File: config.mk
export PLATFORM = sky130hd
export DESIGN_NAME = mag_ripple_adder
export DESIGN_NICKNAME = d
export VERILOG_FILES = /design/src/rtl/mag_pkg.sv /design/src/rtl/mag_delay.sv /design/src/rtl/mag_slice.sv /design/src/rtl/mag_ripple_adder.sv
export SDC_FILE = /design/constraint.sdc
export NUM_CORES = 1
export LEC_CHECK = 0
export BUFFER_PORTS_ARGS = -buffer_cell sky130_fd_sc_hd__buf_2
export CAP_MARGIN = 20
export CORE_MARGIN = 2
export CORE_UTILIZATION = 58
export CTS_CLUSTER_DIAMETER = 200
export DETAILED_ROUTE_END_ITERATION = 8
export GPL_ROUTABILITY_DRIVEN = 0
export PLACE_DENSITY = 0.77
export SYNTH_ARGS = -nofsm -noshare
export SYNTH_HDL_FRONTEND = slang
export SYNTH_HIERARCHICAL = 1
export SYNTH_SLANG_ARGS = --single-unit
File: constraint.sdc
create_clock -name clk -period 0.8 [get_ports clk]
set_input_delay 0.16 -clock clk [delete_from_list [all_inputs] [get_ports clk]]
set_output_delay 0.16 -clock clk [all_outputs]
set_load 0.1 [all_outputs]
File: src/rtl/mag_pkg.sv
package mag_pkg;

    // Three-input majority: the single logic primitive of the adder.
    function automatic logic maj3(input logic x, input logic y, input logic z);
        return (x & y) | (y & z) | (z & x);
    endfunction

    // Cycles from driving a word to seeing its aligned result.
    function automatic int unsigned adder_latency(input int unsigned width);
        return width + 2;
    endfunction

    // First register rank of a slice.
    typedef struct packed {
        logic carry;   // majority(a, b, c)
        logic part;    // majority(a, b, ~c)
        logic cfwd;    // incoming carry carried forward
    } slice_front_t;

endpackage

File: src/rtl/mag_delay.sv
module mag_delay #(
    parameter int unsigned WIDTH = 1,
    parameter int unsigned DEPTH = 1
) (
    input  logic             clk,
    input  logic             rst,
    input  logic [WIDTH-1:0] d,
    output logic [WIDTH-1:0] q
);
    generate
        if (DEPTH == 0) begin : g_wire
            logic unused_clk_rst;
            assign unused_clk_rst = clk ^ rst;
            assign q = d;
        end else begin : g_regs
            logic [WIDTH-1:0] stage [DEPTH];
            always_ff @(posedge clk) begin
                if (rst) begin
                    for (int k = 0; k < int'(DEPTH); k++) stage[k] <= '0;
                end else begin
                    stage[0] <= d;
                    for (int k = 1; k < int'(DEPTH); k++) stage[k] <= stage[k-1];
                end
            end
            assign q = stage[DEPTH-1];
        end
    endgenerate
endmodule

File: src/rtl/mag_slice.sv
module mag_slice
    import mag_pkg::*;
(
    input  logic clk,
    input  logic rst,
    input  logic op_a,
    input  logic op_b,
    input  logic c_in,
    output logic c_out,
    output logic sum_out
);
    slice_front_t front_q;
    logic         sum_mid_q;
    logic         sum_out_q;

    always_ff @(posedge clk) begin
        if (rst) begin
            front_q   <= '0;
            sum_mid_q <= 1'b0;
            sum_out_q <= 1'b0;
        end else begin
            // Stage 1: the carry gate (the only gate on the carry path) and the sum helper gate.
            front_q.carry <= maj3(op_a, op_b, c_in);
            front_q.part  <= maj3(op_a, op_b, ~c_in);
            front_q.cfwd  <= c_in;
            // Stage 2: sum = maj(~carry_out, part, carry_in).
            sum_mid_q     <= maj3(~front_q.carry, front_q.part, front_q.cfwd);
            // Stage 3: output rank of the sum.
            sum_out_q     <= sum_mid_q;
        end
    end

    assign c_out   = front_q.carry;
    assign sum_out = sum_out_q;
endmodule

File: src/rtl/mag_ripple_adder.sv
module mag_ripple_adder
    import mag_pkg::*;
#(
    parameter int unsigned WIDTH = 8
) (
    input  logic             clk,
    input  logic             rst,
    input  logic             in_valid,
    input  logic [WIDTH-1:0] in_a,
    input  logic [WIDTH-1:0] in_b,
    input  logic             in_cin,
    output logic             out_valid,
    output logic [WIDTH-1:0] out_sum,
    output logic             out_carry
);
    localparam int unsigned LATENCY  = adder_latency(WIDTH);
    localparam int unsigned SUM_LAG  = 2;   // sum stages beyond the carry stage

    logic [WIDTH:0]   carry_link;
    logic [WIDTH-1:0] a_skewed;
    logic [WIDTH-1:0] b_skewed;
    logic [WIDTH-1:0] sum_raw;

    assign carry_link[0] = in_cin;

    generate
        for (genvar i = 0; i < int'(WIDTH); i++) begin : g_bit
            logic [1:0] pair_q;

            // Entry skew: bit i waits i cycles for its carry.
            mag_delay #(.WIDTH(2), .DEPTH(i)) u_skew (
                .clk (clk),
                .rst (rst),
                .d   ({in_a[i], in_b[i]}),
                .q   (pair_q)
            );
            assign a_skewed[i] = pair_q[1];
            assign b_skewed[i] = pair_q[0];

            mag_slice u_slice (
                .clk     (clk),
                .rst     (rst),
                .op_a    (a_skewed[i]),
                .op_b    (b_skewed[i]),
                .c_in    (carry_link[i]),
                .c_out   (carry_link[i+1]),
                .sum_out (sum_raw[i])
            );

            // Exit deskew: bit i waits for the top bit.
            mag_delay #(.WIDTH(1), .DEPTH(WIDTH-1-i)) u_deskew (
                .clk (clk),
                .rst (rst),
                .d   (sum_raw[i]),
                .q   (out_sum[i])
            );
        end
    endgenerate

    // Top carry is ready SUM_LAG cycles before the top sum bit.
    mag_delay #(.WIDTH(1), .DEPTH(SUM_LAG)) u_carry_align (
        .clk (clk),
        .rst (rst),
        .d   (carry_link[WIDTH]),
        .q   (out_carry)
    );

    mag_delay #(.WIDTH(1), .DEPTH(LATENCY)) u_valid_pipe (
        .clk (clk),
        .rst (rst),
        .d   (in_valid),
        .q   (out_valid)
    );
endmodule

## Word-level counts from Yosys, hierarchy flattened

Memories as Yosys holds them, arrays and structs flattened.
Cells that the tools add are included.
Widths: inputs -> output; s select.

- Multiplexer cells: 73
- Bitwise gates (word level): 187
- Reduce and logical (&&, ||, !) cells: 2

Operators by type and width:

| cell | number |
|---|---|
| $or 1x1->1 | 114 |
| $and 1x1->1 | 64 |
| $mux 2 | 28 |
| $mux 1 | 45 |
| $not 1->1 | 9 |
| $reduce_or 2->1 | 1 |
| $reduce_or 1->1 | 1 |

- Register bits: 40
- RAM bits: 96
- Bits of input ports: 20
- Output and inout bits: 10
- Logic and storage cells: 318
- Memories kept: 16

Memory list:

| memory | depth | width | rd ports | clocked after memory_dff | wr ports | RTL line | source |
|---|---|---|---|---|---|---|---|
| g_bit[7].u_skew.g_regs.stage | 7 | 2 | 7 | 0 | 7 | mag_delay.sv:16 | `logic [WIDTH-1:0] stage [DEPTH];` |
| g_bit[6].u_skew.g_regs.stage | 6 | 2 | 6 | 0 | 6 | mag_delay.sv:16 |  |
| g_bit[5].u_skew.g_regs.stage | 5 | 2 | 5 | 0 | 5 | mag_delay.sv:16 |  |
| u_valid_pipe.g_regs.stage | 10 | 1 | 10 | 0 | 10 | mag_delay.sv:16 |  |
| g_bit[4].u_skew.g_regs.stage | 4 | 2 | 4 | 0 | 4 | mag_delay.sv:16 |  |
| g_bit[0].u_deskew.g_regs.stage | 7 | 1 | 7 | 0 | 7 | mag_delay.sv:16 |  |
| +10 memories | -- | -- | -- | -- | -- | -- |  |

## Depth between registers and ports, before layout

Gate-level depths: netlist of the first run.

- Word-level depth: 4
- Depth in mapped cells: 3

## Cells and area by module

The synthesis of the first run kept the hierarchy.

Modules (own cells, without submodules):

| module | instances | cells each | area each (µm²) | sequential area each (µm²) |
|---|---|---|---|---|
| mag_slice | 8 | 18 | 178.9 | 100.1 |
| mag_delay at g_bit[7].u_skew | 1 | 31 | 422.9 | 280.3 |
| mag_delay at g_bit[6].u_skew | 1 | 27 | 381.6 | 240.2 |
| mag_delay at g_bit[5].u_skew | 1 | 22 | 277.8 | 200.2 |
| mag_delay at u_valid_pipe | 1 | 20 | 262.8 | 200.2 |
| mag_delay at g_bit[4].u_skew | 1 | 16 | 210.2 | 160.2 |
| mag_delay at g_bit[0].u_deskew | 1 | 14 | 183.9 | 140.1 |
| mag_delay at g_bit[3].u_skew | 1 | 14 | 172.7 | 120.1 |
| mag_delay at g_bit[1].u_skew ... | 3 | 4 | 52.6 | 40.0 |
| mag_delay at g_bit[1].u_deskew | 1 | 12 | 157.7 | 120.1 |
| mag_delay at g_bit[2].u_deskew | 1 | 10 | 131.4 | 100.1 |
| mag_delay at g_bit[2].u_skew | 1 | 10 | 120.1 | 80.1 |
| mag_delay at g_bit[3].u_deskew | 1 | 8 | 105.1 | 80.1 |
| mag_delay at g_bit[4].u_deskew | 1 | 6 | 78.8 | 60.1 |
| +3 rows | -- | -- | -- | -- |

## Worst setup path before layout of the first run

OpenSTA, ideal clock, no wires.

- Kind: register to output
- Start point: memory u_carry_align.g_regs.stage[1][0] (netlist: u_carry_align/g_regs.stage[0][1])
- End point: output port out_carry
- Data arrival time: 0.909 ns
- Data required time: 0.640 ns
- Path slack: -0.269 ns
- Cell stages (with the launch flop): 1
- Buffers on the path: 0
- Cells stage by stage: dfxtp_1

RTL lines:

| element | RTL line | source |
|---|---|---|
| start: declaration | mag_delay.sv:16 |  |
| end: declaration | mag_ripple_adder.sv:14 | `output logic out_carry` |

==> reports/qor.yml, run 1 <==
netlist_top_cells_count: "dfxtp_1 (136), nor2b_1 (94), nand2b_1 (32)"
htree_levels: 4
cts.path.max_buffers: 2
violations: "setup timing"
final_net_count: 438
synthTopCellsByArea: "dfxtp_1 (66%), nor2b_1 (14%), nand2b_1 (4.8%)"
grt_overflow_total: 0
drv_cap: 0
syn_area_per_cell_um2: 11.82
area_delta_synth_final_pct: 29.91
critPathTopFamily: "flip-flops"
final.setup.tns_ps: -3697
antenna_found_initial: 0
syn_inst: 351
slowest_delay_ps: 340
final_hold_viol_count: 0
num_vias: 2420
drtPass1Iterations: 5
cp_slowest_cell: "dfxtp_2"
maxSlewViolCount: 0
start_kind: "flop"
ant_nets: 0
cts_tree: "done"
drc: 0
num_antenna_cells: 0
path_clk_slew_ps: 60
yosys.area.top_type: "dfxtp_1"
ys.flop_type: "dfxtp_1"
cp.required_ps: 640
finClkSkew_ps: 4.564
grt_usage_pct: 18.18
place_hpwl_mm: 2.918
p_leak_nw: 2.137
yosysSeqAreaShare_pct: 65.60
clockRootBuffer: "clkbuf_8"
yosys_warnings: 6
synth_nets: 371
p_per_area_nw_per_um2: 2707
portBuffers: 29
die_area_um2: 7848
path_buf_inv: 1
grt_max_degree: 39
status: "finished with violations"
drive_above_1_share_pct: 29.93
async_flop_share_pct: 0
initial_core_util_pct: 60.42
path_cells: "buf_12"
ys_ff_latch: 136
slew_headroom_pct: 81.10
syn_area_um2: 4150
grt_pass1_vias: 2472
fp.dieW_um: 88.59
synth_most_common_cell: "dfxtp_1"
rsz0062_at_grt: "yes"
worstPathArrival_ps: 1010
vdd_drop_max_mv: 1.792
postCtsSetupBuffers: 0
setup_slack_ps: -371.0
die_h_um: 88.59
path_max_fanout: 1
io_pins: 30
core_um2: 6869
hold_ws_ps: 62.12
wire_per_inst_um: 11.33
path_class: "flop to primary output"
std_cell_rows: 30
netlist-cell-type-count: 13
viasPerCell: 4.592
grt_pass1_wl_mm: 10.50
period_needed_ps: 1171
fin_crit_sh_pct: 146.4
clk_latency_ps: 510
synth_edf_count: 0
cts-buffers-inserted: 17
tightestPinTransition_ps: 283.6
cts.sinks: 136
fmax_mhz: 854.0
synth_top_area_share_pct: 65.60
drt_iter0_markers: 103
hp-class: "primary input to flop"
total_power_mw: 14.59
finalSetupViolations: 10
wl_mm: 5.973
cp-end-kind: "primary output"
[timing repair]
action / in CTS / in global routing
hold buffers: 18 / 0
gates resized for setup: 3 / 9
endpoints found under the setup margin: 12 / 24
hold endpoints to repair: 18 / 0
[logic make-up after synthesis]
| family | after synthesis | synth area share [%] |
|---|---|---|
| compound gates | 32 | 4.341 |
| buf+inv | 15 | 2.894 |
| flops | 136 | 65.60 |
| simple gates | 168 | 27.16 |
[registers in the layout, summed over array words and instances (netlist names)]
signal and count:
g_bit.u_deskew/g_regs.stage 28, g_bit.u_skew/g_regs.stage 56, g_bit.u_slice/c_out 8, g_bit.u_slice/front_q 16, g_bit.u_slice/sum_mid_q 8, g_bit.u_slice/sum_out 8
u_carry_align/g_regs.stage 2, u_valid_pipe/g_regs.stage 10
[layout by cell type (no fill, tap or decap), drive strengths merged]
cell type,synthesis,routed
bufinv,0,1
o21ai,8,8
nand2b,32,32
clkinv,0,4
inv,0,3
and2b,13,13
clkbuf,0,17
a21oi,8,8
dlygate4sd3,0,18
o22ai,16,16
nand2,8,8
clkinvlp,0,7
buf,15,45
dfxtp,136,136
nor2b,115,115
[routing by layer]
| metal | up-vias | wire length [um] | GRT usage [%] |
|---|---|---|---|
| met5 | - | 0 | 0 |
| met4 | 0 | 61 | 7.163 |
| met3 | 7 | 223 | 7.276 |
| met2 | 48 | 3258 | 33.29 |
| met1 | 1123 | 2429 | 18.40 |
| li1 | 1242 | - | - |
[final cells by class]
type	count	area, um2
sequential	136	2745
fill	416	1478
multi-input combinational	200	1315
timing repair buffer	63	648.1
clock buffer	17	414.1
clock inverter	15	148.9
tap	96	120.1
[tightest hold or removal path, stage by stage]
cell and delay [ps]:
buf_4 150, buf_4 180, nor2b_2 40
[metrics by stage]
step                cells  util (%)  setup WS [ps]  instance area, um2
floorplan             351         -          14.22                4161
global placement      477     67.40         -41.39                4629
detailed placement    477     67.40         -55.74                4629
CTS                   527     78.27         -392.9                5376
global route          527     78.49         -410.5                5391
finish                527     78.49         -371.0                5391
[final timing paths]
| path | end | cells after the start | slack, ps | startpoint |
|---|---|---|---|---|
| setup / recovery | out_sum[2] | 1 | -370 | g_bit[2].u_deskew/g_regs.stage[0][4] |
| hold / removal | g_bit[6].u_skew/g_regs.stage[0][1] | 3 | 60 | rst |
| setup reg to reg | g_bit[4].u_slice/sum_mid_q | 2 | 40 | g_bit[4].u_slice/c_out |
| hold reg to reg | g_bit[2].u_deskew/g_regs.stage[0][4] | 1 | 430 | g_bit[2].u_deskew/g_regs.stage[0][3] |
[power by group]
part | internal (mW) | leakage, nW | switching [mW]
clock | 4.17 | 0.253 | 2.93
sequential | 6.93 | 1.11 | 0.0523
combinational | 0.296 | 0.770 | 0.214
total | 11.4 | 2.14 | 3.20
Power figures use the tool's default switching activity.
==> inputs of run 2 (changes only) <==
--- a/config.mk
+++ b/config.mk
@@ -13,6 +13,7 @@
 export DETAILED_ROUTE_END_ITERATION = 8
 export GPL_ROUTABILITY_DRIVEN = 0
 export PLACE_DENSITY = 0.77
+export SKIP_CTS_REPAIR_TIMING = 1
 export SYNTH_ARGS = -nofsm -noshare
 export SYNTH_HDL_FRONTEND = slang
 export SYNTH_HIERARCHICAL = 1
==> constraint.sdc (replaced) <==
create_clock -name clk -period 1.1 [get_ports clk]
set_input_delay 0.22 -clock clk [delete_from_list [all_inputs] [get_ports clk]]
set_output_delay 0.22 -clock clk [all_outputs]
set_load 0.1 [all_outputs]
==> run 2 against run 1 <==
Net effect: the run still ends with setup timing left; worst hold slack got worse by 61 ps; wire length fell by 8.5%; clock skew barely moved; critical path depth did not move; final area fell by 1.7%; sequential share of layout area rose by 0.68 points; first-iteration DRC count fell by 11%; power fell by 28%; clock-buffer cell count rose by 7; combinational power fell by 32%; utilization fell by 1.3 points.
==> reports/qor.yml, run 2 (synthesized netlist as in run 1, its figures left out) <==
status: "finished with violations"
violations: "setup timing"
start_kind: "flop"
p_per_area_nw_per_um2: 1976
largest_reg_flops: 56
top_regs: "g_bit.u_skew/g_regs.stage: 56 flops, g_bit.u_deskew/g_regs.stage: 28 flops, g_bit.u_slice/front_q: 16 flops"
final_hold_viol_count: 0
initial_core_util_pct: 60.42
viasPerCell: 4.526
maxSlewViolCount: 0
routed.top_layer: "met4"
num_vias: 2349
utilization_pct: 77.18
drc: 0
die_h_um: 88.59
path_class: "flop to primary output"
cts-buffers-inserted: 17
path_cells: "buf_12"
clk_latency_ps: 500
top_register: "g_bit.u_skew/g_regs.stage"
p_leak_nw: 2.113
finalSetupViolations: 10
antenna_found_initial: 0
power.share.clock_pct: 48.3
grt_usage_pct: 15.21
core_um2: 6869
setup_slack_ps: -121.1
wl_met1_mm: 2.259
num_antenna_cells: 0
std_cell_rows: 30
final.setup.tns_ps: -1168
ant_nets: 0
dpl_cell_area_um2: 4569
drv_cap: 0
io_pins: 30
fmax_mhz: 818.9
fin_area_um2: 5301
cts.path.max_buffers: 2
p_int_mw: 8.450
grt_max_degree: 43
period_needed_ps: 1221
slowest_delay_ps: 340
path_buf_inv: 1
hold_ws_ps: 1.040
cts_tree: "done"
wl_mm: 5.465
htree_levels: 4
grt_overflow_total: 0
cts.sinks: 136
area_delta_synth_final_pct: 27.74
cp_slowest_cell: "dfxtp_2"
rsz0062_at_grt: "yes"
pwr-share-seq_pct: 48.4
grt_pass1_wl_mm: 8.852
path_max_fanout: 1
place_hpwl_mm: 2.900
cp-end-kind: "primary output"
drt_iter0_markers: 92
finClkSkew_ps: 5.033
tightestPinTransition_ps: 275.8
die_area_um2: 7848
dp_slack_ps: 107.0
fin_crit_sh_pct: 111.0
portBuffers: 29
worstPathArrival_ps: 1000
final_net_count: 430
cp.required_ps: 880
path_clk_slew_ps: 60
slew_headroom_pct: 81.61
mostFrequentLayoutCells: "dfxtp_1 (126), nor2b_1 (94), nand2b_1 (32)"
drtPass1Iterations: 4
wl_met2_mm: 2.930
clockRootBuffer: "clkbuf_8"
critPathTopFamily: "flip-flops"
vdd_drop_max_mv: 1.470
grt_pass1_vias: 2082
wire_per_inst_um: 10.53
switching_share_pct: 19.33
wl_met3_um: 197
switchingPower_mw: 2.025
hp-class: "primary input to flop"
drive_above_1_share_pct: 25.30
fp.dieW_um: 88.59
combPwrFrac_pct: 3.3
final_common_cell: "dfxtp_1"
## run 2: cell types whose count changed in the layout (fill, tap and decap cells not counted)
| cell | delta |
|---|---|
| nor2b_2 | -3 |
| clkbuf_8 | +4 |
| dfxtp_1 | +8 |
| clkinvlp_4 | -5 |
| nor2b_1 | +3 |
| inv_8 | -2 |
| clkbuf_1 | +3 |
| inv_6 | -1 |
| dfxtp_2 | -8 |
| clkinv_2 | +5 |
| clkinv_4 | -4 |
| buf_4 | -8 |
## run 2: path summary, 6_finish.rpt
check                                                         start                                  end  slack, ps  cells past startpoint
worst max-delay path                u_valid_pipe/g_regs.stage[0][9]                            out_valid       -120                      1
worst min-delay path                                            rst   g_bit[5].u_skew/g_regs.stage[0][0]          1                      2
worst max register to register               g_bit[0].u_slice/c_out           g_bit[0].u_slice/sum_mid_q        300                      2
worst min register to register  g_bit[7].u_skew/g_regs.stage[0][11]  g_bit[7].u_skew/g_regs.stage[0][13]        430                      1
## run 2: cell type report
class	instances	area (um2)
repair buffers	55	588.1
clock buffers	24	480.5
well taps	96	120.1
fillers	409	1568
flip-flops and latches	136	2735
multi-input cells	200	1308
clock inverters	8	70.07
## run 2: through the flow
step / cells / total power, mW
4_1_cts: 501 / 10.53
3_3_place_gp: 469 / 5.450
3_5_place_dp: 469 / 5.467
5_1_grt: 519 / 10.85
2_1_floorplan: 351 / 5.323
6_report: 519 / 10.47
## run 2: power groups by stage
| stage | clock network [mW] | registers (mW) | logic, mW |
|---|---|---|---|
| 2_1_floorplan | 0 | 5.17 | 0.155 |
| 3_3_place_gp | 0 | 5.17 | 0.279 |
| 3_5_place_dp | 0 | 5.18 | 0.290 |
| 4_1_cts | 5.16 | 5.07 | 0.294 |
| 5_1_grt | 5.39 | 5.08 | 0.380 |
| 6_report | 5.06 | 5.07 | 0.345 |
## run 2: layer usage
metal / track usage (%) / vias up
met4: 8.127 / 0
met2: 25.43 / 43
li1: - / 1225
met5: 0 / -
met3: 6.530 / 6
met1: 16.31 / 1075
==> inputs of run 3 (changes only) <==
--- a/config.mk
+++ b/config.mk
@@ -5,8 +5,7 @@
 export SDC_FILE = /design/constraint.sdc
 export NUM_CORES = 1
 export LEC_CHECK = 0
-export BUFFER_PORTS_ARGS = -buffer_cell sky130_fd_sc_hd__buf_2
-export CAP_MARGIN = 20
+export BUFFER_PORTS_ARGS = -buffer_cell sky130_fd_sc_hd__buf_4
 export CORE_MARGIN = 2
 export CORE_UTILIZATION = 58
 export CTS_CLUSTER_DIAMETER = 200
==> run 3 against run 2 <==
Net effect: the flow still finishes with violations (setup timing); via count hardly changed; global-route usage is 0.21 points lower; die area stayed put; critical path depth stayed put; clock skew hardly changed; final area is 0.76% higher; non-clock buffer count is 1 lower; critical path type unchanged; largest cell class unchanged.
==> reports/qor.yml, run 3 (synthesized netlist as in run 1, its figures left out) <==
status: "finished with violations"
violations: "setup timing"
grt_overflow_total: 0
largest_reg_flops: 56
top_regs: "g_bit.u_skew/g_regs.stage: 56 flops, g_bit.u_deskew/g_regs.stage: 28 flops, g_bit.u_slice/front_q: 16 flops"
cp_slowest_cell: "dfxtp_2"
grt_pass1_vias: 2196
cts.path.max_buffers: 2
worstPathArrival_ps: 1010
final_net_count: 429
reg2regPathDepth: 2
cp.required_ps: 880
finalSetupViolations: 10
min_path_cells: 1
die_area_um2: 7848
area_delta_synth_final_pct: 28.70
grt_usage_pct: 15.00
drive_above_1_share_pct: 24.88
die_h_um: 88.59
antenna_found_initial: 0
utilization_pct: 77.76
num_antenna_cells: 0
setup_slack_ps: -129.0
finalNonFillerCells: 518
ant_nets: 0
viasPerCell: 4.531
combPwrFrac_pct: 3.4
place_hpwl_mm: 2.883
vdd_drop_max_mv: 1.328
min_from: "g_bit[5].u_skew/g_regs.stage[0][2]"
r2r-end: "g_bit[3].u_slice/c_out"
tightestPinTransition_ps: 278.6
p_leak_nw: 2.124
finClkSkew_ps: 5.365
wl_mm: 5.278
io_pins: 30
grt_pass1_wl_mm: 8.680
core_um2: 6869
pwr-share-seq_pct: 48.4
htree_levels: 4
place_inst: 467
fmax_mhz: 813.7
slowest_delay_ps: 340
fin_crit_sh_pct: 111.7
cts.sinks: 136
top_register: "g_bit.u_skew/g_regs.stage"
switching_share_pct: 19.22
grt_max_degree: 46
initial_core_util_pct: 60.42
p_int_mw: 8.465
portBuffers: 29
maxSlewViolCount: 0
wire_per_inst_um: 10.19
num_vias: 2347
period_needed_ps: 1229
clk_latency_ps: 500
drv_cap: 0
mostFrequentLayoutCells: "dfxtp_1 (126), nor2b_1 (94), nand2b_1 (32)"
final_hold_viol_count: 0
drtPass1Iterations: 4
start_kind: "flop"
drt_iter0_markers: 60
slew_headroom_pct: 81.43
fp.dieW_um: 88.59
total_power_mw: 10.48
final_common_cell: "dfxtp_1"
path_max_fanout: 1
critPathTopFamily: "flip-flops"
path_class: "flop to primary output"
cts_tree: "done"
p_per_area_nw_per_um2: 1962
path_cells: "buf_12"
drc: 0
std_cell_rows: 30
area.sequential_um2: 2735
cp-end-kind: "primary output"
rrSetupSlack_ps: 300
power.share.clock_pct: 48.2
rsz0062_at_grt: "yes"
path_buf_inv: 1
hold-path-endpoint: "g_bit[5].u_skew/g_regs.stage[0][4]"
hold_ws_ps: 432.2
hp-class: "flop to flop"
multi_input_area_um2: 1308
clockRootBuffer: "clkbuf_8"
switchingPower_mw: 2.014
cts-buffers-inserted: 17
r2r-start: "g_bit[2].u_slice/c_out"
nFillCells: 424
path_clk_slew_ps: 50
## run 3: changes by cell type in the layout (fill, tap and decap cells not counted)
cell           previous run  this run
dlygate4sd3_1            18        19
buf_2                    18         0
buf_4                     5        21
## run 3: worst max-delay path by stage
stage | cells after the start | startpoint | to
2_1_floorplan | 0 | u_carry_align/g_regs.stage[0][1] | out_carry
3_3_place_gp | 4 | rst | g_bit[0].u_deskew/g_regs.stage[0][6]
3_5_place_dp | 4 | rst | g_bit[0].u_deskew/g_regs.stage[0][6]
4_1_cts | 1 | g_bit[7].u_slice/sum_out | out_sum[7]
5_1_grt | 1 | g_bit[0].u_deskew/g_regs.stage[0][6] | out_sum[0]
6_report | 1 | g_bit[0].u_deskew/g_regs.stage[0][6] | out_sum[0]
## run 3: stage by stage
| step | instance area, um2 | TNS (ps) | setup WS [ps] |
|---|---|---|---|
| 2_1_floorplan | 4161 | 0 | 254.2 |
| 4_1_cts | 5025 | -2332 | -238.7 |
| 6_report | 5341 | -1242 | -129.0 |
| 5_1_grt | 5341 | -1738 | -181.2 |
| 3_3_place_gp | 4474 | 0 | 122.3 |
| 3_5_place_dp | 4474 | 0 | 82.04 |
## run 3: power by group through the flow
| stage | registers, mW | clock network (mW) | logic, mW |
|---|---|---|---|
| after floorplan | 5.17 | 0 | 0.155 |
| after global placement | 5.17 | 0 | 0.291 |
| after detailed placement | 5.18 | 0 | 0.305 |
| after CTS | 5.07 | 5.16 | 0.308 |
| after global routing | 5.08 | 5.39 | 0.397 |
| final | 5.07 | 5.05 | 0.360 |
## run 3: layout make-up
cell class | instances | share of cell area (%)
multi-input cells | 200 | 24.48
well taps | 96 | 2.249
repair buffers | 54 | 11.76
clock buffers | 24 | 8.995
flip-flops and latches | 136 | 51.21
clock inverters | 8 | 1.312
## run 3: routing by layer
layer,global-route usage (%),share of wire (%),up-vias
met4,8.678,1.6,0
met5,0,0,-
met2,25.56,53,42
li1,-,-,1218
met3,7.276,3.8,7
met1,14.83,42,1080
